$ cat config.mk
export PLATFORM = sky130hd
export DESIGN_NAME = ps2_make_rx
export DESIGN_NICKNAME = d
export VERILOG_FILES = /design/src/rtl/ps2_make_rx.sv
export SDC_FILE = /design/constraint.sdc
export NUM_CORES = 1
export LEC_CHECK = 0
export BUFFER_PORTS_ARGS = -buffer_cell sky130_fd_sc_hd__buf_2
export CAP_MARGIN = 5
export CORE_MARGIN = 2
export CORE_UTILIZATION = 54
export DETAILED_ROUTE_END_ITERATION = 10
export PLACE_DENSITY = 0.85
export RECOVER_POWER = 50
export SLEW_MARGIN = 15
export SYNTH_ARGS = -nofsm -noshare
export SYNTH_HDL_FRONTEND = slang
export SYNTH_SLANG_ARGS = --single-unit
export TNS_END_PERCENT = 10
$ cat constraint.sdc
create_clock -name clk -period 2.19 [get_ports clk]
set_input_delay 0.438 -clock clk [delete_from_list [all_inputs] [get_ports clk]]
set_output_delay 0.438 -clock clk [all_outputs]
set_load 0.02 [all_outputs]
$ cat src/rtl/ps2_make_rx.sv
module ps2_make_rx #(
  parameter int FILTER_LEN = 8,
  parameter int TIMEOUT    = 37500
) (
  input  logic       clk,
  input  logic       rst_n,
  input  logic       ps2_clk,
  input  logic       ps2_data,
  output logic       key_valid,
  output logic [7:0] key_code,
  output logic       frame_err
);
  localparam int FW = $clog2(FILTER_LEN + 1);
  localparam int TW = $clog2(TIMEOUT + 1);
  localparam logic [7:0] RELEASE = 8'hF0;

  logic [1:0]    ck_s, dt_s;
  logic [FW-1:0] fcnt;
  logic          ck_f, ck_q;
  logic [3:0]    bitcnt;
  logic [9:0]    sh;
  logic [TW-1:0] tcnt;
  logic          brk;

  wire fall     = ck_q & ~ck_f;
  wire stop_bit = dt_s[1];
  wire frame_ok = ~sh[0] & stop_bit & (^sh[9:1]);
  wire [7:0] data_byte = sh[8:1];

  always_ff @(posedge clk or negedge rst_n)
    if (!rst_n) begin
      ck_s <= 2'b11;
      dt_s <= 2'b11;
    end else begin
      ck_s <= {ck_s[0], ps2_clk};
      dt_s <= {dt_s[0], ps2_data};
    end

  always_ff @(posedge clk or negedge rst_n)
    if (!rst_n) begin
      fcnt <= '0;
      ck_f <= 1'b1;
      ck_q <= 1'b1;
    end else begin
      ck_q <= ck_f;
      if (ck_s[1] == ck_f)
        fcnt <= '0;
      else if (fcnt == FW'(FILTER_LEN - 1)) begin
        ck_f <= ck_s[1];
        fcnt <= '0;
      end else
        fcnt <= fcnt + 1'b1;
    end

  always_ff @(posedge clk or negedge rst_n)
    if (!rst_n) begin
      bitcnt    <= '0;
      sh        <= '0;
      tcnt      <= '0;
      brk       <= 1'b0;
      key_valid <= 1'b0;
      key_code  <= '0;
      frame_err <= 1'b0;
    end else begin
      key_valid <= 1'b0;
      frame_err <= 1'b0;
      if (fall) begin
        tcnt <= '0;
        if (bitcnt == 4'd10) begin
          bitcnt <= '0;
          if (!frame_ok)
            frame_err <= 1'b1;
          else if (data_byte == RELEASE)
            brk <= 1'b1;
          else if (brk)
            brk <= 1'b0;
          else begin
            key_valid <= 1'b1;
            key_code  <= data_byte;
          end
        end else begin
          sh     <= {dt_s[1], sh[9:1]};
          bitcnt <= bitcnt + 1'b1;
        end
      end else if (bitcnt != 4'd0) begin
        if (tcnt == TW'(TIMEOUT - 1)) begin
          bitcnt <= '0;
          tcnt   <= '0;
        end else
          tcnt <= tcnt + 1'b1;
      end
    end

  assert_key_pulse_R10: assert property (@(posedge clk) disable iff (!rst_n)
    key_valid |=> !key_valid);
  assert_err_pulse_R10: assert property (@(posedge clk) disable iff (!rst_n)
    frame_err |=> !frame_err);
  assert_exclusive_R10: assert property (@(posedge clk) disable iff (!rst_n)
    !(key_valid && frame_err));
  assert_no_release_code_R3: assert property (@(posedge clk) disable iff (!rst_n)
    key_valid |-> key_code != RELEASE);
  assert_key_on_edge_R2: assert property (@(posedge clk) disable iff (!rst_n)
    key_valid |-> $past(fall));
  assert_bitcnt_range_R9: assert property (@(posedge clk) disable iff (!rst_n)
    bitcnt <= 4'd10);
endmodule

# --- After elaboration in Yosys (flattened, before gate mapping) ---
# Cells that the tools add are included.
totals:
  inputBits: 4
  ff_bits: 51
  out_inout_bits: 10
  word_cells: 56
classes:
  bitwise_logic: 9
  addsub: 3
  reduce_logical: 9
  n_eq_ne: 5
  n_mux: 18
ops:
  columns: ["operator", "n"]
  rows:
  - ["$mux 16", 3]
  - ["$mux 4", 6]
  - ["$add 16x1->16 const B", 1]
  - ["$eq 16x16->1 const B", 1]
  - ["$mux 1", 9]
  - ["$reduce_xor 9->1", 1]
  - ["$add 4x1->4 const B", 2]
  - ["$eq 8x8->1 const B", 1]
  - ["$not 1->1", 6]
  - ["$reduce_and 2->1", 3]
  - ["$reduce_and 5->1", 1]
  - ["$eq 4x3->1 const B", 1]
  - ["$eq 4x4->1 const B", 1]
  - ["$reduce_bool 2->1", 2]
  - ["$reduce_bool 4->1", 1]
  - ["$and 1x1->1", 3]
  - ["$reduce_and 3->1", 1]
  - ["$eq 1x1->1", 1]

# --- Logic depth before layout (Yosys ltp) ---
depth:
  ltp_word: 6
  ltp_mapped: 7
  depth_no_buf: 6

# --- Worst setup path before layout ---
# OpenSTA, ideal clock, no wires.
synth_timing:
  kind: "register to register"
  startpoint: "reg sh[3]"
  endpoint: "reg key_code[0]"
  t_required_ns: 2.065
  path_stages_with_launch: 7
  path_slack_ns: 0.010
  path_buffers: 0
  t_arrival_ns: 2.056
  setup_ns: 0.125
  period_less_slack_ns: 2.180
  path_cell_list: "dfrtp_1 -> inv_1 -> ha_1 -> xnor3_2 -> xnor2_2 -> nor4_4 -> mux2_2"
synth_between:
  elab_chain_len: 3
  elab_cells_between_ends: 5
  cone_classes: "eq/ne (1); bitwise (2); reduce/logical (2)"
synth_rtl:
  columns: ["element", "line_no", "text"]
  rows:
  - ["from (decl)", "21", "logic [9:0] sh;"]
  - ["from (signal assigned)", "82", "sh <= {dt_s[1], sh[9:1]};"]
  - ["$reduce_xor 9->1 or $eq 8x8->1 (tied branches)", "27, 73", null]
  - ["$and 1x1->1 or $not 1->1 (tied branches)", null, null]
  - ["$reduce_and 5->1 (no source line) *", null, null]
  - ["to (signal assigned)", "79", "key_code <= data_byte;"]
  - ["to (decl)", "10", "output logic [7:0] key_code,"]
# Mark *: on every way between the ends. The rest lies on a longest branch, timed or not.
# A chain may end at the register's enable or synchronous reset.

# --- Final worst setup path ---
layout_timing:
  startpoint: "reg sh[7]"
  endpoint: "reg key_code[2]"
# The elaborated chain is that of the path after synthesis.

==> results.txt <==
- Final cycle utilization of the critical path: 0.983
* TritonCTS Buffers: 5
* Crit start category: flop
- By area, the combinational part of the netlist is dominated by simple AND/OR/NAND/NOR gates.
* Share of layout cells above drive strength 1: 0.222
- Gr usage total: 0.205
- Biggest area consumer among synthesized cells: sky130_fd_sc_hd__dfrtp_1
* Worst path arrival time: 2.35 ns
- The first global-routing pass estimated 7910 um of wire.
- Overall via count from detail_route: 1729
- The root buffer cell chosen for the clock tree is sky130_fd_sc_hd__clkbuf_8.
- Worst Hold Class: in -> reg
- Counting every sink on the clock net gives 51.
- Area enclosed by the die boundary: 0.00495 mm^2
* Number of standard-cell rows in the floorplan: 24
* Sequential fraction of the synthesis area: 0.540
* Average routed wire per standard cell: 14.8 um
* Mapped cell area: 0.00238 mm^2
* Family of cells with the greatest summed delay on the critical path: XOR/XNOR gates
* Number of pins exceeding their max-slew limit in the final report: 0
* Share of flip-flops with an asynchronous set or reset after synthesis: 1.00
- Met2 layer usage reported by global route: 0.324
- In this run the vertical extent of the chip is 70.4 um.
- DP Area: 0.00258 mm^2
- Post-synthesis share of cell area spent on xor and xnor gates: 0.0463
* Number of synthesis warnings: 0
- Synthesis handed over a netlist of 223 instances.
- Leakage power total: 1.26 nW
- Top library cells by usage in the layout, fill and taps aside: sky130_fd_sc_hd__dfrtp_1 (43), sky130_fd_sc_hd__nand2_1 (38), sky130_fd_sc_hd__nor2_1 (14)
- Traced cell by cell, the critical path runs through ha_4, xnor3_2, xnor2_4, nor4_4, buf_6, mux2_2.
- The clock reaches the later pin of the worst-skew pair after 0.30 ns.
- The initial utilization of the core area, before any placement, comes to 0.554.
* FMAX: 0.465 GHz
- Total number of H-tree levels: 2
- Antenna viol nets, final: 0
- Average vias per placed instance: 5.69
- In the global route stage, met1 resource usage came out at 0.270.
* Total nets after synthesis: 236
* Maximum net fanout on the critical path: 7
- For this run the aggregate overflow at the end of global routing stands at 0.
- At the worst endpoint, the required time is 2.38 ns.
- At the pin with the least slew margin, the transition time is 1.14 ns.
* Number of antenna violations at the first check in global routing: 0
* Setup repair after global routing missed its margin: true
- The hold violation total from the final report was 0.
- Compared with the post-synthesis result, the final layout area differs by 15.3%.
- Simple-gate share of the synthesized area: 0.193
- Min setup slack post-route: 0.0374 ns
- Critical path buffer and inverter count: 1
- STA classifies the critical path endpoint as a flop.
- Worst clock skew on the final layout: 0.00415 ns
- The worst setup path is of the reg -> reg kind.
- Count of max-cap constraint violations: 0
- The largest single stage delay on the critical path is 0.46 ns.
- The core region is 0.00429 mm^2.
- For this run, design rule violations remaining after detail routing come to 0.
- The run finished with clean final reports.
* Horizontal extent of the die: 70.4 um
- Number of global-route vias before repair: 1735
- Maximum clock path buffer count: 2
* Top Ports: 14
* CTS tree: done
- Post-synth EDFFs: 0
- The share of the synthesized area in compound gates (AO/OA/AOI/OAI) came to 0.106.
- Measured against the total synthesized area, the mux share comes to 0.0426.
- Once placement completed, the tool counted placed cells totaling 294.
- Peak supply drop: 0.721 mV
* Total power divided by cell area: 1060 mW/mm^2
- 0 antenna diodes ended up in the layout.
* Post-route minimum period: 2.15 ns
- After legalization and detailed placement, the total HPWL measured 3110 um.
- Most frequently used flop master after synthesis: sky130_fd_sc_hd__dfrtp_1
* Number of synthesized register bits: 51
- The library cell used most frequently in the layout, excluding fill and tap cells, is sky130_fd_sc_hd__dfrtp_1.
* Slowest library cell on the worst path: sky130_fd_sc_hd__xnor3_2
- In this run the tightest slew margin relative to its limit is 0.237.
- Number of different library cells in the post-synthesis netlist: 43
* GR peak layer: met2
- Number of setup violations in the final report: 0
* Detailed-router iteration count before antenna repair: 4
- The finished cells cover 0.00274 mm^2.
- Layout Cells excl Fill: 304
- Largest net degree at the start of global routing: 30
* Met3 track utilization from global routing: 0.0462
- The net count of the finished layout is 264.
- The share of synthesized area in the top cell type comes to 0.474.
- Dividing the synthesized area by the synthesized cell count gives 10.7 um^2.
- Number of buffer cells added on primary ports: 13
- Dominant cells by area after synthesis: sky130_fd_sc_hd__dfrtp_1 (47%), sky130_fd_sc_hd__dfstp_2 (6.6%), sky130_fd_sc_hd__nand2_1 (6.0%)
- After clock tree synthesis, the clock-pin slew on the worst setup and hold paths is 0.08 ns.
- DP Worst Slack: -0.0295 ns
- Share of synthesized cell area in full adder, half adder and majority cells: 0.0474
* Initial DRC count: 98
- Routability-driven placement finished with a final weighted congestion of 0.842.
* Detailed-route wire length: 4510 um
-- power breakdown --
group / internal (mW) / switching, mW / leakage (nW)
clock: 0.342 / 0.289 / 0.0524
combinational: 0.455 / 0.559 / 0.533
sequential: 1.11 / 0.160 / 0.672
total: 1.90 / 1.01 / 1.26
-- cell type report --
cell class                      instances  area [um^2]
Timing Repair Buffer                   25          155
Multi-Input combinational cell        157         1090
Clock buffer                            7         76.3
Fill cell                             324         1550
Inverter                               11         41.3
Clock inverter                          1         30.0
Tap cell                               52         65.1
Sequential cell                        51         1290
-- flip-flops by register name (all words and copies together) (netlist names), 2 cells and up --
register  count
fcnt          4
bitcnt        4
ck_s          2
dt_s          2
tcnt         16
sh           10
key_code      8
-- synthesized netlist by cell type (3+ instances only) --
cell type and number:
sky130_fd_sc_hd__or3_1 5, sky130_fd_sc_hd__nand2_1 38, sky130_fd_sc_hd__nor3_1 3, sky130_fd_sc_hd__clkbuf_1 3
sky130_fd_sc_hd__nand4_1 4, sky130_fd_sc_hd__inv_1 11, sky130_fd_sc_hd__o21ai_0 12, sky130_fd_sc_hd__dfstp_2 6
sky130_fd_sc_hd__dfrtp_1 45, sky130_fd_sc_hd__o22ai_1 3, sky130_fd_sc_hd__mux2_2 9, sky130_fd_sc_hd__nand2b_1 4
sky130_fd_sc_hd__ha_1 9, sky130_fd_sc_hd__xnor2_1 7, sky130_fd_sc_hd__a21oi_1 12, sky130_fd_sc_hd__and4_1 3
sky130_fd_sc_hd__nor2_1 14, sky130_fd_sc_hd__nand3_1 6
-- cells by family after synthesis --
family                     Yosys count
AOI/OAI and AO/OA                   40
xor gates and xnor gates            10
adders and majority gates            9
buffers and inverters               15
DFF                                 51
muxes                                9
and+or+nand+nor                     89
-- timing repair --
action | 4_1_cts | 5_1_grt
endpoints found under the setup margin | 8 | 8
pin swaps | 3 | 0
buffers inserted | 2 | 0
resized for setup | 4 | 6
endpoints found under the hold margin | 0 | 0
hold buffers | 0 | 0
-- routing by layer --
metal  wire length [um]  vias to the layer above  share of wire
li1                   -                      837              -
met1               1980                      842           0.44
met2               2230                       39           0.49
met3                182                       11          0.040
met4                119                        0          0.026
met5                  0                        -              0
-- worst paths after layout --
path	startpoint	end	slack, ns	depth (start not counted)
max	sh[7]	key_code[2]	0.04	6
min	ps2_data	dt_s[0]	0.22	1
max reg2reg	sh[7]	key_code[2]	0.04	6
min reg2reg	ck_s[0]	ck_s[1]	0.36	0
max in group asynchronous	rst_n	tcnt[15]	0.57	2
min in group asynchronous	rst_n	fcnt[0]	0.33	1
-- through the flow --
step	util	hold WS, ns	setup TNS [ns]	power (mW)
6_report	0.638	0.223	0	2.91
5_1_grt	0.638	0.212	-0.214	3.11
4_1_cts	0.635	0.108	0	2.91
3_5_place_dp	0.601	0.349	-0.112	2.14
3_3_place_gp	0.601	0.346	0	2.08
2_1_floorplan	-	0.142	0	1.88
Note: power is estimated with default switching activity, not from simulation.
